## src/rtl/eep_pkg.sv

```systemverilog
package eep_pkg;
  typedef enum logic [2:0] {ST_IDLE, ST_CTRL, ST_ADDR, ST_WDATA, ST_RDATA} eep_state_t;

  localparam logic [3:0] FAMILY_CODE = 4'b1010;

  // select bits that are compared against the straps for a given page width
  function automatic logic [2:0] sel_mask(input int page_bits);
    return 3'b111 << page_bits;
  endfunction

  function automatic logic ctrl_hit(input logic [7:0] cb, input logic [2:0] strap,
                                    input logic [2:0] mask);
    return (cb[7:4] == FAMILY_CODE) && (((cb[3:1] ^ strap) & mask) == 3'b000);
  endfunction

  // majority vote over a filter window
  function automatic logic vote(input int ones, input int taps);
    return ones > (taps / 2);
  endfunction
endpackage

```

## src/rtl/eep_line_filter.sv

```systemverilog
module eep_line_filter #(
  parameter int SYNC_STAGES = 2,
  parameter int FILT_TAPS   = 3
) (
  input  logic clk,
  input  logic rst_n,
  input  logic raw_i,
  output logic q_o,
  output logic qd_o
);
  import eep_pkg::*;

  logic [SYNC_STAGES-1:0] sync_q;
  logic [FILT_TAPS-1:0]   hist_q;

  always_ff @(posedge clk or negedge rst_n) begin
    if (!rst_n) begin
      sync_q <= '1;
      hist_q <= '1;
      q_o    <= 1'b1;
      qd_o   <= 1'b1;
    end else begin
      sync_q <= {sync_q[SYNC_STAGES-2:0], raw_i};
      hist_q <= {hist_q[FILT_TAPS-2:0], sync_q[SYNC_STAGES-1]};
      q_o    <= vote($countones(hist_q), FILT_TAPS);
      qd_o   <= q_o;
    end
  end
endmodule

```

## src/rtl/eep_bus_events.sv

```systemverilog
module eep_bus_events (
  input  logic scl_q,
  input  logic scl_qd,
  input  logic sda_q,
  input  logic sda_qd,
  output logic scl_rise,
  output logic scl_fall,
  output logic start_ev,
  output logic stop_ev
);
  always_comb begin
    scl_rise = scl_q & ~scl_qd;
    scl_fall = ~scl_q & scl_qd;
    start_ev = scl_q & scl_qd & sda_qd & ~sda_q;
    stop_ev  = scl_q & scl_qd & ~sda_qd & sda_q;
  end
endmodule

```

## src/rtl/eep_ctl.sv

```systemverilog
module eep_ctl #(
  parameter int PAGE_BITS = 0,
  parameter int AW        = 8
) (
  input  logic          clk,
  input  logic          rst_n,
  input  logic          scl_rise,
  input  logic          scl_fall,
  input  logic          start_ev,
  input  logic          stop_ev,
  input  logic          sda_f,
  input  logic [2:0]    strap,
  input  logic          wb_busy,
  input  logic [7:0]    rd_data,
  output logic          sda_oe,
  output logic          wb_valid,
  output logic [AW-1:0] wb_addr,
  output logic [7:0]    wb_data,
  output logic          wb_commit,
  output logic          rd_en,
  output logic [AW-1:0] rd_addr
);
  import eep_pkg::*;

  localparam logic [2:0] MASK = sel_mask(PAGE_BITS);

  eep_state_t    state, nxt;
  logic [3:0]    cnt;
  logic          in_ack, wr_pend, m_ack, load_q;
  logic [7:0]    rx, tx;
  logic [AW-1:0] ptr, load_val;

  // named internal events
  wire byte_done   = scl_fall && !in_ack && (cnt == 4'd8);
  wire ack_end     = scl_fall && in_ack;
  wire ctrl_ok     = ctrl_hit(rx, strap, MASK) && !wb_busy;
  wire ctrl_wr_acc = byte_done && (state == ST_CTRL) && ctrl_ok && !rx[0];

  generate
    if (PAGE_BITS == 0) begin : g_flat
      assign load_val = rx;
    end else begin : g_paged
      logic [PAGE_BITS-1:0] page_lat;
      always_ff @(posedge clk or negedge rst_n) begin
        if (!rst_n)           page_lat <= '0;
        else if (ctrl_wr_acc) page_lat <= rx[PAGE_BITS:1];
      end
      assign load_val = {page_lat, rx};
    end
  endgenerate

  always_ff @(posedge clk or negedge rst_n) begin
    if (!rst_n) begin
      state <= ST_IDLE;  nxt <= ST_IDLE;  cnt <= '0;
      in_ack <= 1'b0;    wr_pend <= 1'b0; m_ack <= 1'b0; load_q <= 1'b0;
      rx <= '0;          tx <= '0;        ptr <= '0;
      sda_oe <= 1'b0;    wb_valid <= 1'b0; wb_addr <= '0; wb_data <= '0;
      wb_commit <= 1'b0; rd_en <= 1'b0;   rd_addr <= '0;
    end else begin
      wb_valid  <= 1'b0;
      wb_commit <= 1'b0;
      rd_en     <= 1'b0;
      load_q    <= rd_en;
      if (load_q) tx <= rd_data;

      if (start_ev) begin
        state   <= ST_CTRL;
        cnt     <= '0;
        in_ack  <= 1'b0;
        sda_oe  <= 1'b0;
        wr_pend <= 1'b0;
      end else if (stop_ev) begin
        state     <= ST_IDLE;
        in_ack    <= 1'b0;
        sda_oe    <= 1'b0;
        wb_commit <= wr_pend;
        wr_pend   <= 1'b0;
      end else begin
        case (state)
          ST_CTRL, ST_ADDR, ST_WDATA: begin
            if (scl_rise && !in_ack && cnt != 4'd8) begin
              rx  <= {rx[6:0], sda_f};
              cnt <= cnt + 4'd1;
            end
            if (ack_end) begin
              in_ack <= 1'b0;
              cnt    <= '0;
              state  <= nxt;
              sda_oe <= (nxt == ST_RDATA) ? ~tx[7] : 1'b0;
            end else if (byte_done) begin
              case (state)
                ST_CTRL: begin
                  if (ctrl_ok) begin
                    sda_oe <= 1'b1;
                    in_ack <= 1'b1;
                    nxt    <= ctrl_wr_acc ? ST_ADDR : ST_RDATA;
                    if (rx[0]) begin
                      rd_en   <= 1'b1;
                      rd_addr <= ptr;
                      ptr     <= ptr + 1'b1;
                    end
                  end else begin
                    state <= ST_IDLE;
                  end
                end
                ST_ADDR: begin
                  ptr    <= load_val;
                  sda_oe <= 1'b1;
                  in_ack <= 1'b1;
                  nxt    <= ST_WDATA;
                end
                default: begin
                  wb_valid <= 1'b1;
                  wb_addr  <= ptr;
                  wb_data  <= rx;
                  ptr      <= ptr + 1'b1;
                  wr_pend  <= 1'b1;
                  sda_oe   <= 1'b1;
                  in_ack   <= 1'b1;
                  nxt      <= ST_WDATA;
                end
              endcase
            end
          end
          ST_RDATA: begin
            if (scl_rise) begin
              if (in_ack) begin
                m_ack <= ~sda_f;
                if (!sda_f) begin
                  rd_en   <= 1'b1;
                  rd_addr <= ptr;
                  ptr     <= ptr + 1'b1;
                end
              end else begin
                cnt <= cnt + 4'd1;
              end
            end else if (scl_fall) begin
              if (in_ack) begin
                in_ack <= 1'b0;
                cnt    <= '0;
                if (m_ack) sda_oe <= ~tx[7];
                else begin
                  sda_oe <= 1'b0;
                  state  <= ST_IDLE;
                end
              end else if (cnt == 4'd8) begin
                sda_oe <= 1'b0;
                in_ack <= 1'b1;
              end else begin
                tx     <= {tx[6:0], 1'b0};
                sda_oe <= ~tx[6];
              end
            end
          end
          default: ;
        endcase
      end
    end
  end


  oe_edge_chk: assert property (@(posedge clk) disable iff (!rst_n)
    (sda_oe != $past(sda_oe)) |-> $past(scl_fall || start_ev || stop_ev));

  start_restart_chk: assert property (@(posedge clk) disable iff (!rst_n)
    start_ev |=> (state == ST_CTRL) && !sda_oe);

  stop_idle_chk: assert property (@(posedge clk) disable iff (!rst_n)
    stop_ev |=> (state == ST_IDLE) && !sda_oe);

  commit_on_stop_chk: assert property (@(posedge clk) disable iff (!rst_n)
    wb_commit |-> $past(stop_ev));

  wb_after_fall_chk: assert property (@(posedge clk) disable iff (!rst_n)
    wb_valid |-> $past(scl_fall));

  busy_refuse_chk: assert property (@(posedge clk) disable iff (!rst_n)
    (byte_done && state == ST_CTRL && wb_busy) |=> !sda_oe && state == ST_IDLE);

  nack_release_chk: assert property (@(posedge clk) disable iff (!rst_n)
    (ack_end && state == ST_RDATA && !m_ack) |=> !sda_oe && state == ST_IDLE);
endmodule

```

## src/rtl/eep_i2c_slave.sv

```systemverilog
module eep_i2c_slave #(
  parameter int PAGE_BITS   = 0,
  parameter int SYNC_STAGES = 2,
  parameter int FILT_TAPS   = 3
) (
  input  logic                 clk,
  input  logic                 rst_n,
  input  logic                 scl_i,
  input  logic                 sda_i,
  input  logic [2:0]           strap_i,
  output logic                 sda_oe_o,
  output logic                 wb_valid_o,
  output logic [7+PAGE_BITS:0] wb_addr_o,
  output logic [7:0]           wb_data_o,
  output logic                 wb_commit_o,
  input  logic                 wb_busy_i,
  output logic                 rd_en_o,
  output logic [7+PAGE_BITS:0] rd_addr_o,
  input  logic [7:0]           rd_data_i
);
  localparam int AW = 8 + PAGE_BITS;

  logic [1:0] raw, fq, fqd;
  logic scl_rise, scl_fall, start_ev, stop_ev;

  assign raw = {sda_i, scl_i};

  generate
    for (genvar i = 0; i < 2; i++) begin : g_line
      eep_line_filter #(.SYNC_STAGES(SYNC_STAGES), .FILT_TAPS(FILT_TAPS)) u_filt (
        .clk(clk), .rst_n(rst_n), .raw_i(raw[i]), .q_o(fq[i]), .qd_o(fqd[i]));
    end
  endgenerate

  eep_bus_events u_ev (
    .scl_q(fq[0]), .scl_qd(fqd[0]), .sda_q(fq[1]), .sda_qd(fqd[1]),
    .scl_rise(scl_rise), .scl_fall(scl_fall), .start_ev(start_ev), .stop_ev(stop_ev));

  eep_ctl #(.PAGE_BITS(PAGE_BITS), .AW(AW)) u_ctl (
    .clk(clk), .rst_n(rst_n), .scl_rise(scl_rise), .scl_fall(scl_fall),
    .start_ev(start_ev), .stop_ev(stop_ev), .sda_f(fq[1]), .strap(strap_i),
    .wb_busy(wb_busy_i), .rd_data(rd_data_i), .sda_oe(sda_oe_o),
    .wb_valid(wb_valid_o), .wb_addr(wb_addr_o), .wb_data(wb_data_o),
    .wb_commit(wb_commit_o), .rd_en(rd_en_o), .rd_addr(rd_addr_o));
endmodule

```

## config.mk

```make
export PLATFORM = sky130hd
export DESIGN_NAME = eep_i2c_slave
export DESIGN_NICKNAME = d
export VERILOG_FILES = /design/src/rtl/eep_pkg.sv /design/src/rtl/eep_line_filter.sv /design/src/rtl/eep_bus_events.sv /design/src/rtl/eep_ctl.sv /design/src/rtl/eep_i2c_slave.sv
export SDC_FILE = /design/constraint.sdc
export NUM_CORES = 1
export LEC_CHECK = 0
export CAP_MARGIN = 0
export CORE_UTILIZATION = 50
export CTS_CLUSTER_DIAMETER = 40
export CTS_CLUSTER_SIZE = 10
export DETAILED_ROUTE_END_ITERATION = 8
export GPL_TIMING_DRIVEN = 0
export PLACE_DENSITY = 0.87
export SYNTH_ARGS = -nofsm -noshare
export SYNTH_HDL_FRONTEND = slang
export SYNTH_SLANG_ARGS = --single-unit
```

## constraint.sdc

```tcl
create_clock -name clk -period 2.2 [get_ports clk]
set_clock_uncertainty 0.15 [all_clocks]
set_input_delay 0.44 -clock clk [delete_from_list [all_inputs] [get_ports clk]]
set_output_delay 0.44 -clock clk [all_outputs]
set_load 0.01 [all_outputs]
```

==> flow_summary.yaml <==
critical_path:
  crit_chain: "inv_2 > ha_2 > buf_8 > a21oi_4 > and4_4 > clkbuf_16 > mux2_4"
  reg2reg_to: "u_ctl.wb_data[1]"
  regToRegStartpoint: "g_line[0].u_filt.q_o"
  worstSetupStartpointType: "flop"
  crit_arrival_ns: 2.25
  endpoint_kind: "flop"
  r2r.worst_path.cells: 7
  crit_fanout: 8
  r2r_slack_ns: 0.03
  cp.required_ns: 2.28
  slowest_delay_ns: 0.57
  worstSetupPathType: "reg -> reg"
  cpMaxStageDelayCell: "dfstp_2"
logic_synthesis:
  synth_cells: 329
  synthArstFlopShare_pct: 100
  synth_xor_area_share_pct: 1.33
  synth_simple_gate_area_share_pct: 14.7
  syn_area_per_cell_um2: 11.7
  synth_top_family_by_area: "simple AND/OR/NAND/NOR gates"
  synth_most_common_cell: "dfrtp_1"
  synth_flop_cell: "dfrtp_1"
  synthTopCellsByArea: "dfrtp_1 43%, dfstp_2 9.6%, mux2_2 7.3%"
  synthesis.nets: 353
  ys_seq_area_share_pct: 52.5
  synth_fa_ha_area_share_pct: 2.60
  ys_types: 66
  ys_ff_latch: 80
  synth_mux_area_share_pct: 13.6
  synth_top_area_share_pct: 42.9
  synth-compound-area-share_pct: 11.9
  ys_warn_count: 0
  synth_common_cells: "66 x dfrtp_1, 26 x nand2_1, 25 x mux2_2, 25 x o21ai_0, 19 x nand3_1"
  synth-edff-count: 0
  yosys.area.top_type: "dfrtp_1"
  synth_area_um2: 3850
placed_design:
  routabilityCongestion: 0.858
  dpl.cell_count: 472
  io_buffers: 43
  place_ws_ns: -0.333
  place_hpwl_um: 5530
  dpl-instance-area_um2: 4430
global_routing:
  grt_max_degree: 52
  grt.total_usage_pct: 22.1
  antenna_found_initial: 0
  met3_usage_pct: 4.57
  met1_usage_pct: 29.4
  overflow: 0
  top_usage_layer: "met2"
  grt_pass1_vias: 2886
  use_met2_pct: 36.0
  grt_pass1_wl_um: 14200
floorplan:
  die_area_um2: 8050
  start_util_pct: 52.5
  core_area_um2: 7330
  die_width_um: 89.7
  rows: 31
  io_pins: 44
  die_height_um: 89.7
clock_network:
  clockBufferDepth: 2
  clkSlewWorstSetupHoldPaths_ns: 0.08
  clk_latency_ns: 0.35
  cts_buffers: 9
  cts_root_buf: "clkbuf_8"
  cts_tree: "yes"
  ctsHtreeMaxLevel: 3
  cts.sinks: 80
worst_hold_path:
  holdPathEnd: "g_line[1].u_filt.sync_q[1]"
  min_from: "g_line[1].u_filt.sync_q[0]"
  holdPathStages: 0
  min_path_type: "reg -> reg"
drt:
  drt_iter0_markers: 235
  dr.pass1.iters: 6
  postRouteWirelength_um: 8710
  ant_nets: 0
  vias_per_cell: 5.81
  post_drt_wl_per_cell_um: 17.4
  num_vias: 2915
  drc: 0
timing:
  clock.fmax_mhz: 461
  slew_violations: 0
  fin_crit_ns: 2.17
  fin_ws_ns: 0.0311
  slew-limit-headroom_pct: 62.7
  rsz0062_at_grt: "true"
  worst_pin_slew_ns: 0.558
  setup_violations: 0
  hold_viol: 0
  period_share_pct: 98.6
finish:
  fin_area_um2: 4940
  num_antenna_cells: 0
  area_delta_synth_final_pct: 28.5
  drive_gt1_share_pct: 31.0
  final_nets: 422
  instances_no_fill: 502
run_status:
  outcome: "finished clean"
power_and_ir_drop:
  p_leak_uw: 0.00211
  irDropWorstVdd_mv: 0.611
  power_density_nw_per_um2: 824
job:
  cap_violations: 0
## state kept, by name, summed over array words and instances, names as in the netlist, 2 cells and up
signal,flops
g_line.u_filt.hist_q,6
u_ctl.load_val,8
g_line.u_filt.sync_q,4
u_ctl.state,3
u_ctl.nxt,3
u_ctl.cnt,4
u_ctl.wb_data,8
g_line.u_filt.qd_o,2
u_ctl.ptr,8
u_ctl.wb_addr,8
u_ctl.rd_addr,8
g_line.u_filt.q_o,2
u_ctl.tx,8
## cells in the final DEF (no fill, tap or decap), types with 3 or more instances in the layout
master	count
a21o_1	3
a21oi_1	9
a31oi_1	8
and3_1	5
buf_12	3
buf_4	14
buf_6	4
clkbuf_8	9
clkdlybuf4s50_1	42
dfrtp_1	66
dfstp_2	14
ha_1	4
ha_2	3
inv_1	3
inv_2	3
mux2_2	25
mux2_4	10
mux2i_1	9
nand2_1	24
nand3_1	19
nor2_1	12
nor2b_1	5
nor3_1	4
nor3b_1	4
o21ai_0	24
xnor2_1	3
## layer usage
metal	part of all wire, %	wire (um)
met1	44	3790
met2	50	4350
met3	4.6	404
met4	1.9	163
met5	0	0
## critical path: cells and delay by family, from the launching register on
family,cells,cell delay (ns)
DFF,1,0.57
buffers and inverters,3,0.36
and+or+nand+nor,1,0.35
muxes,1,0.29
adders and majority gates,1,0.17
AOI/OAI and AO/OA,1,0.17
## layout make-up
class	instances	area [um2]
Fill cell	525	2390
Sequential cell	80	2020
Multi-Input combinational cell	229	1820
Timing Repair Buffer	61	632
Clock buffer	9	124
Tap cell	99	124
Clock inverter	7	101
Buffer	10	93.8
Inverter	7	28.8
## how the worst max path moves through the flow
stage | startpoint | to | slack (ns)
2_1_floorplan | g_line[0].u_filt.q_o | u_ctl.rd_addr[0] | 0.01
3_3_place_gp | rst_n | u_ctl.wb_data[1] | -2.04
3_5_place_dp | g_line[0].u_filt.qd_o | u_ctl.tx[1] | -0.33
4_1_cts | g_line[1].u_filt.q_o | u_ctl.wb_data[0] | -0.02
5_1_grt | u_ctl.cnt[0] | u_ctl.state[0] | -0.05
6_report | g_line[0].u_filt.q_o | u_ctl.wb_data[1] | 0.03
## timing repair
action | 4_1_cts | 5_1_grt
pin swaps | 3 | 10
endpoints found under the setup margin | 54 | 56
hold buffers | 1 | 0
hold endpoints to repair | 23 | 0
cloned | 0 | 1
buffers inserted | 9 | 6
gates resized for setup | 17 | 23
## report_power, final
group / internal, uW / switching, uW
sequential: 1630 / 200
combinational: 482 / 533
clock: 653 / 576
total: 2770 / 1310
## through the flow
stage | hold WS (ns) | setup TNS [ns] | utilization, % | total power [uW]
final | 0.208 | 0 | 67.4 | 4070
after global routing | 0.217 | -0.0970 | 67.4 | 4270
after CTS | 0.210 | -0.0966 | 65.6 | 3950
after detailed placement | 0.198 | -9.68 | 60.4 | 2650
after global placement | 0.196 | -157.26 | 60.0 | 2590
after floorplan | -0.00559 | 0 | - | 2370
## logic make-up (layout without fill, tap and decap cells)
group / Yosys count / in the layout
and+or+nand+nor: 102 / 102
buffers and inverters: 20 / 94
muxes: 44 / 44
adders and majority gates: 8 / 8
AOI/OAI and AO/OA: 70 / 70
xor gates and xnor gates: 5 / 5
DFF: 80 / 80
(Power assumes the default switching activity.)
